<file path="config.mk">
export PLATFORM = sky130hd
export DESIGN_NAME = seq_prop_monitor
export DESIGN_NICKNAME = d
export VERILOG_FILES = /design/src/rtl/mon_pkg.sv /design/src/rtl/evt_counter.sv /design/src/rtl/mon_fsm.sv /design/src/rtl/mon_flags.sv /design/src/rtl/seq_prop_monitor.sv
export SDC_FILE = /design/constraint.sdc
export NUM_CORES = 1
export LEC_CHECK = 0
export CAP_MARGIN = 20
export CORE_AREA = 2 2 45 47
export CTS_CLUSTER_SIZE = 28
export DETAILED_ROUTE_END_ITERATION = 6
export DIE_AREA = 0 0 47 49
export DONT_BUFFER_PORTS = 1
export PLACE_DENSITY_LB_ADDON = 0.08
export SLEW_MARGIN = 15
export SYNTH_ARGS = -nofsm -noshare
export SYNTH_HDL_FRONTEND = slang
export SYNTH_HIERARCHICAL = 1
export SYNTH_SLANG_ARGS = --single-unit
export TNS_END_PERCENT = 20
</file>
<file path="constraint.sdc">
create_clock -name clk -period 3 [get_ports clk]
set_input_delay 0.3 -clock clk [delete_from_list [all_inputs] [get_ports clk]]
set_output_delay 0.3 -clock clk [all_outputs]
set_load 0.1 [all_outputs]
</file>
<file path="src/rtl/mon_pkg.sv">
package mon_pkg;

  typedef enum logic [1:0] {
    ST_IDLE = 2'd0,
    ST_ACQ  = 2'd1,
    ST_OBL  = 2'd2,
    ST_DONE = 2'd3
  } mon_state_e;

  // bits needed to hold the values 0..n
  function automatic int count_bits(input int n);
    return (n < 1) ? 1 : $clog2(n + 1);
  endfunction

endpackage

</file>
<file path="src/rtl/evt_counter.sv">
module evt_counter #(
  parameter int LIMIT_N = 8,
  parameter int CW      = mon_pkg::count_bits(LIMIT_N)
) (
  input  logic          clk,
  input  logic          rst,
  input  logic          clr,
  input  logic          inc,
  output logic [CW-1:0] cnt,
  output logic          hit
);

  localparam logic [CW-1:0] LIMIT = CW'(LIMIT_N);

  function automatic logic [CW-1:0] bump(input logic [CW-1:0] c, input logic en);
    return (c == LIMIT) ? c : c + CW'(en);
  endfunction

  // hit: this cycle's event brings the count to the limit
  assign hit = inc && (bump(cnt, inc) == LIMIT);

  always_ff @(posedge clk) begin
    if (rst || clr) cnt <= '0;
    else            cnt <= bump(cnt, inc);
  end

endmodule

</file>
<file path="src/rtl/mon_fsm.sv">
module mon_fsm
  import mon_pkg::*;
(
  input  logic       clk,
  input  logic       rst,
  input  logic       start_i,
  input  logic       cancel_i,
  input  logic       term_i,
  input  logic       acq_hit,
  input  logic       rel_hit,
  output mon_state_e state,
  output logic       ev_open,
  output logic       ev_abort,
  output logic       ev_viol,
  output logic       ev_overlap
);

  mon_state_e state_nx;
  logic       active;

  assign active = (state == ST_ACQ) || (state == ST_OBL);

  always_comb begin
    state_nx   = state;
    ev_open    = 1'b0;
    ev_abort   = 1'b0;
    ev_viol    = 1'b0;
    ev_overlap = start_i && active;
    unique case (state)
      ST_IDLE, ST_DONE: begin
        if (start_i) begin
          state_nx = ST_ACQ;
          ev_open  = 1'b1;
        end else begin
          state_nx = ST_IDLE;
        end
      end
      ST_ACQ: begin
        if (cancel_i) begin
          state_nx = ST_IDLE;
          ev_abort = 1'b1;
        end else if (acq_hit) begin
          state_nx = ST_OBL;
        end
      end
      ST_OBL: begin
        if (rel_hit) begin
          state_nx = ST_DONE;
        end else if (term_i) begin
          state_nx = ST_IDLE;
          ev_viol  = 1'b1;
        end
      end
      default: state_nx = ST_IDLE;
    endcase
  end

  always_ff @(posedge clk) begin
    if (rst) state <= ST_IDLE;
    else     state <= state_nx;
  end

endmodule

</file>
<file path="src/rtl/mon_flags.sv">
module mon_flags (
  input  logic clk,
  input  logic rst,
  input  logic ev_viol,
  input  logic ev_abort,
  input  logic ev_overlap,
  output logic viol_sticky,
  output logic viol_pulse,
  output logic abort_pulse,
  output logic overlap_pulse
);

  always_ff @(posedge clk) begin
    if (rst) begin
      viol_sticky   <= 1'b0;
      viol_pulse    <= 1'b0;
      abort_pulse   <= 1'b0;
      overlap_pulse <= 1'b0;
    end else begin
      viol_sticky   <= viol_sticky | ev_viol;
      viol_pulse    <= ev_viol;
      abort_pulse   <= ev_abort;
      overlap_pulse <= ev_overlap;
    end
  end

endmodule

</file>
<file path="src/rtl/seq_prop_monitor.sv">
module seq_prop_monitor
  import mon_pkg::*;
#(
  parameter int N = 8
) (
  input  logic clk,
  input  logic rst,
  input  logic start_i,
  input  logic acq_i,
  input  logic cancel_i,
  input  logic rel_i,
  input  logic term_i,
  output logic viol_sticky_o,
  output logic viol_pulse_o,
  output logic done_pulse_o,
  output logic abort_pulse_o,
  output logic overlap_o
);

  localparam int CW = count_bits(N);

  mon_state_e    state;
  logic [CW-1:0] acq_cnt;
  logic [CW-1:0] rel_cnt;
  logic          acq_inc, rel_inc;
  logic          acq_hit, rel_hit;
  logic          ev_open, ev_abort, ev_viol, ev_overlap;

  // counted events: acquire only while guarded by a low cancel
  assign acq_inc = (state == ST_ACQ) && acq_i && !cancel_i;
  assign rel_inc = (state == ST_OBL) && rel_i;

  evt_counter #(.LIMIT_N(N), .CW(CW)) u_acq_cnt (
    .clk (clk),
    .rst (rst),
    .clr (state != ST_ACQ),
    .inc (acq_inc),
    .cnt (acq_cnt),
    .hit (acq_hit)
  );

  evt_counter #(.LIMIT_N(N), .CW(CW)) u_rel_cnt (
    .clk (clk),
    .rst (rst),
    .clr (state != ST_OBL),
    .inc (rel_inc),
    .cnt (rel_cnt),
    .hit (rel_hit)
  );

  mon_fsm u_fsm (
    .clk        (clk),
    .rst        (rst),
    .start_i    (start_i),
    .cancel_i   (cancel_i),
    .term_i     (term_i),
    .acq_hit    (acq_hit),
    .rel_hit    (rel_hit),
    .state      (state),
    .ev_open    (ev_open),
    .ev_abort   (ev_abort),
    .ev_viol    (ev_viol),
    .ev_overlap (ev_overlap)
  );

  mon_flags u_flags (
    .clk           (clk),
    .rst           (rst),
    .ev_viol       (ev_viol),
    .ev_abort      (ev_abort),
    .ev_overlap    (ev_overlap),
    .viol_sticky   (viol_sticky_o),
    .viol_pulse    (viol_pulse_o),
    .abort_pulse   (abort_pulse_o),
    .overlap_pulse (overlap_o)
  );

  assign done_pulse_o = (state == ST_DONE);

endmodule

</file>
==> impl_metrics.env <==
export IMPL_antenna_left=0
export IMPL_cp_arrival_ps=2760
export IMPL_yosysWarningCount=6
export IMPL_finalCritPeriodShare=0.846
export IMPL_syn_to_final_growth_pct=9.00
export IMPL_rows=16
export IMPL_grt_pass1_vias=584
export IMPL_drv_cap=0
export IMPL_met2_usage=0.221
export IMPL_use_met1=0.198
export IMPL_numPortBuffers=0
export IMPL_cts_tree="built"
export IMPL_final_common_cell="dfxtp_1"
export IMPL_syn_avg_cell_area_um2=9.98
export IMPL_grtUsageTotal=0.146
export IMPL_die_w_um=47
export IMPL_comb_power_share=0.057
export IMPL_syn_nets=91
export IMPL_power_density_nw_per_um2=417
export IMPL_finClkSkew_ps=2.26
export IMPL_clk_pin_slew_ps=90
export IMPL_route_detailed_drc=0
export IMPL_clkSinkCount=14
export IMPL_finalMaxSlewViolations=0
export IMPL_busiest_layer="met2"
export IMPL_required_ps=3220
export IMPL_critPathKind="reg2reg"
export IMPL_grt_max_degree=14
export IMPL_vias=561
export IMPL_ctsLongestPathBuffers=2
export IMPL_die_area_um2=2300
export IMPL_syn_inst=78
export IMPL_die_h_um=49
export IMPL_fmax_mhz=394
export IMPL_use_met3=0.0333
export IMPL_cts_resized=0
export IMPL_final_cell_mix="14 x dfxtp_1, 6 x nor3_1, 6 x nor2b_1, 6 x ha_1"
export IMPL_drt_total_wl_mm=1.39
export IMPL_htree_num_levels=1
export IMPL_seqPwrFrac=0.562
export IMPL_leakage_nw=0.347
export IMPL_fin_util=0.461
export IMPL_reg2reg_from="u_fsm/state[0]"
export IMPL_num_antenna_cells=0
export IMPL_tns_ps=0
export IMPL_clock_latency_ps=270
export IMPL_antenna_found_initial=0
export IMPL_cp_start_kind="flip-flop"
export IMPL_drt_pass1_iterations=4
export IMPL_outcome="finished, final reports clean"
export IMPL_grt_ovfl_total=0
export IMPL_worstMarginPinSlew_ps=972
export IMPL_numCtsBuffers=3
export IMPL_slew_headroom=0.351
export IMPL_grt_pass1_wl_mm=2.53
export IMPL_io_pins=12
export IMPL_dp_hpwl_mm=1.06
export IMPL_finalCriticalPeriod_ps=2540
export IMPL_synth_area_um2=778
export IMPL_p_sw_frac=0.231
export IMPL_peakVddDrop_uv=181
export IMPL_design_core_area_um2=1840
export IMPL_hold_path_class="in2reg"
export IMPL_start_util=0.423
export IMPL_internal_power_uw=272
export IMPL_pwr_share_clk=0.381
export IMPL_drt_iter0_markers=8
export IMPL_critical_path_max_fanout=7
export IMPL_routed_via_density=5.15
export IMPL_gp_congestion=0.765
export IMPL_hp_start="rst"
export IMPL_critPathCaptureType="flip-flop"
export IMPL_cts_root_buf="clkbuf_4"
export IMPL_cts_setup_buffers=0
export IMPL_drive_above_1_share=0.195
export IMPL_postCtsHoldBufs=0
export IMPL_crit_path_start="u_fsm/state[0]"
export IMPL_rsz0062_at_grt="no"
export IMPL_fin_nets=96
export IMPL_setup_viol=0
export IMPL_wl_per_cell_um=12.7
export IMPL_hold_viol=0
export IMPL_power_switching_uw=81.7
## registers in the layout, summed over array words and instances, names as in the netlist
register and cells:
u_flags/viol_sticky 1, u_rel_cnt/cnt 4, u_acq_cnt/cnt 4, u_flags/overlap_pulse 1
u_fsm/state 2, u_flags/abort_pulse 1, u_flags/viol_pulse 1
## stage by stage
stage	setup WS [ps]	hold slack [ps]	area (um2)	total power, mW	cells
finish	463	74.0	848	0.354	109
detailed placement	504	367	812	0.223	105
floorplan	698	365	778	0.220	78
global placement	557	366	812	0.224	105
global route	305	40.3	848	0.376	109
CTS	477	63.1	848	0.359	109
## area by class of cell
cell class | instances | area (um2)
flip-flops and latches | 14 | 280
fillers | 200 | 993
multi-input cells | 61 | 487
clock buffers | 4 | 36.3
well taps | 27 | 33.8
inverters | 3 | 11.3
## final timing paths
| path | to | slack [ps] | cells past startpoint |
|---|---|---|---|
| hold / removal | u_fsm/state[0] | 70 | 1 |
| hold reg to reg | u_fsm/state[0] | 570 | 2 |
| setup / recovery | u_fsm/state[1] | 460 | 8 |
| setup reg to reg | u_fsm/state[1] | 460 | 8 |
## worst max-delay path: stages (launching register included)
cell	delay, ps
dfxtp_1	420
and3b_2	250
ha_1	210
ha_1	310
nor3_1	60
o311a_1	380
or3b_4	430
a211oi_1	280
a41o_2	150
## power by group through the flow
stage                     Combinational (mW)  Sequential [mW]  Clock (mW)
after floorplan                       0.0175            0.202           0
after global placement                0.0204            0.203           0
after detailed placement              0.0202            0.203           0
after CTS                             0.0203            0.199       0.140
after global routing                  0.0230            0.200       0.154
final                                 0.0203            0.199       0.135
## metal layers
layer	up-vias	share of wire
met5	-	0
met4	0	0.0065
met3	2	0.030
met2	5	0.47
met1	262	0.50
li1	292	-
(Power assumes the default switching activity.)
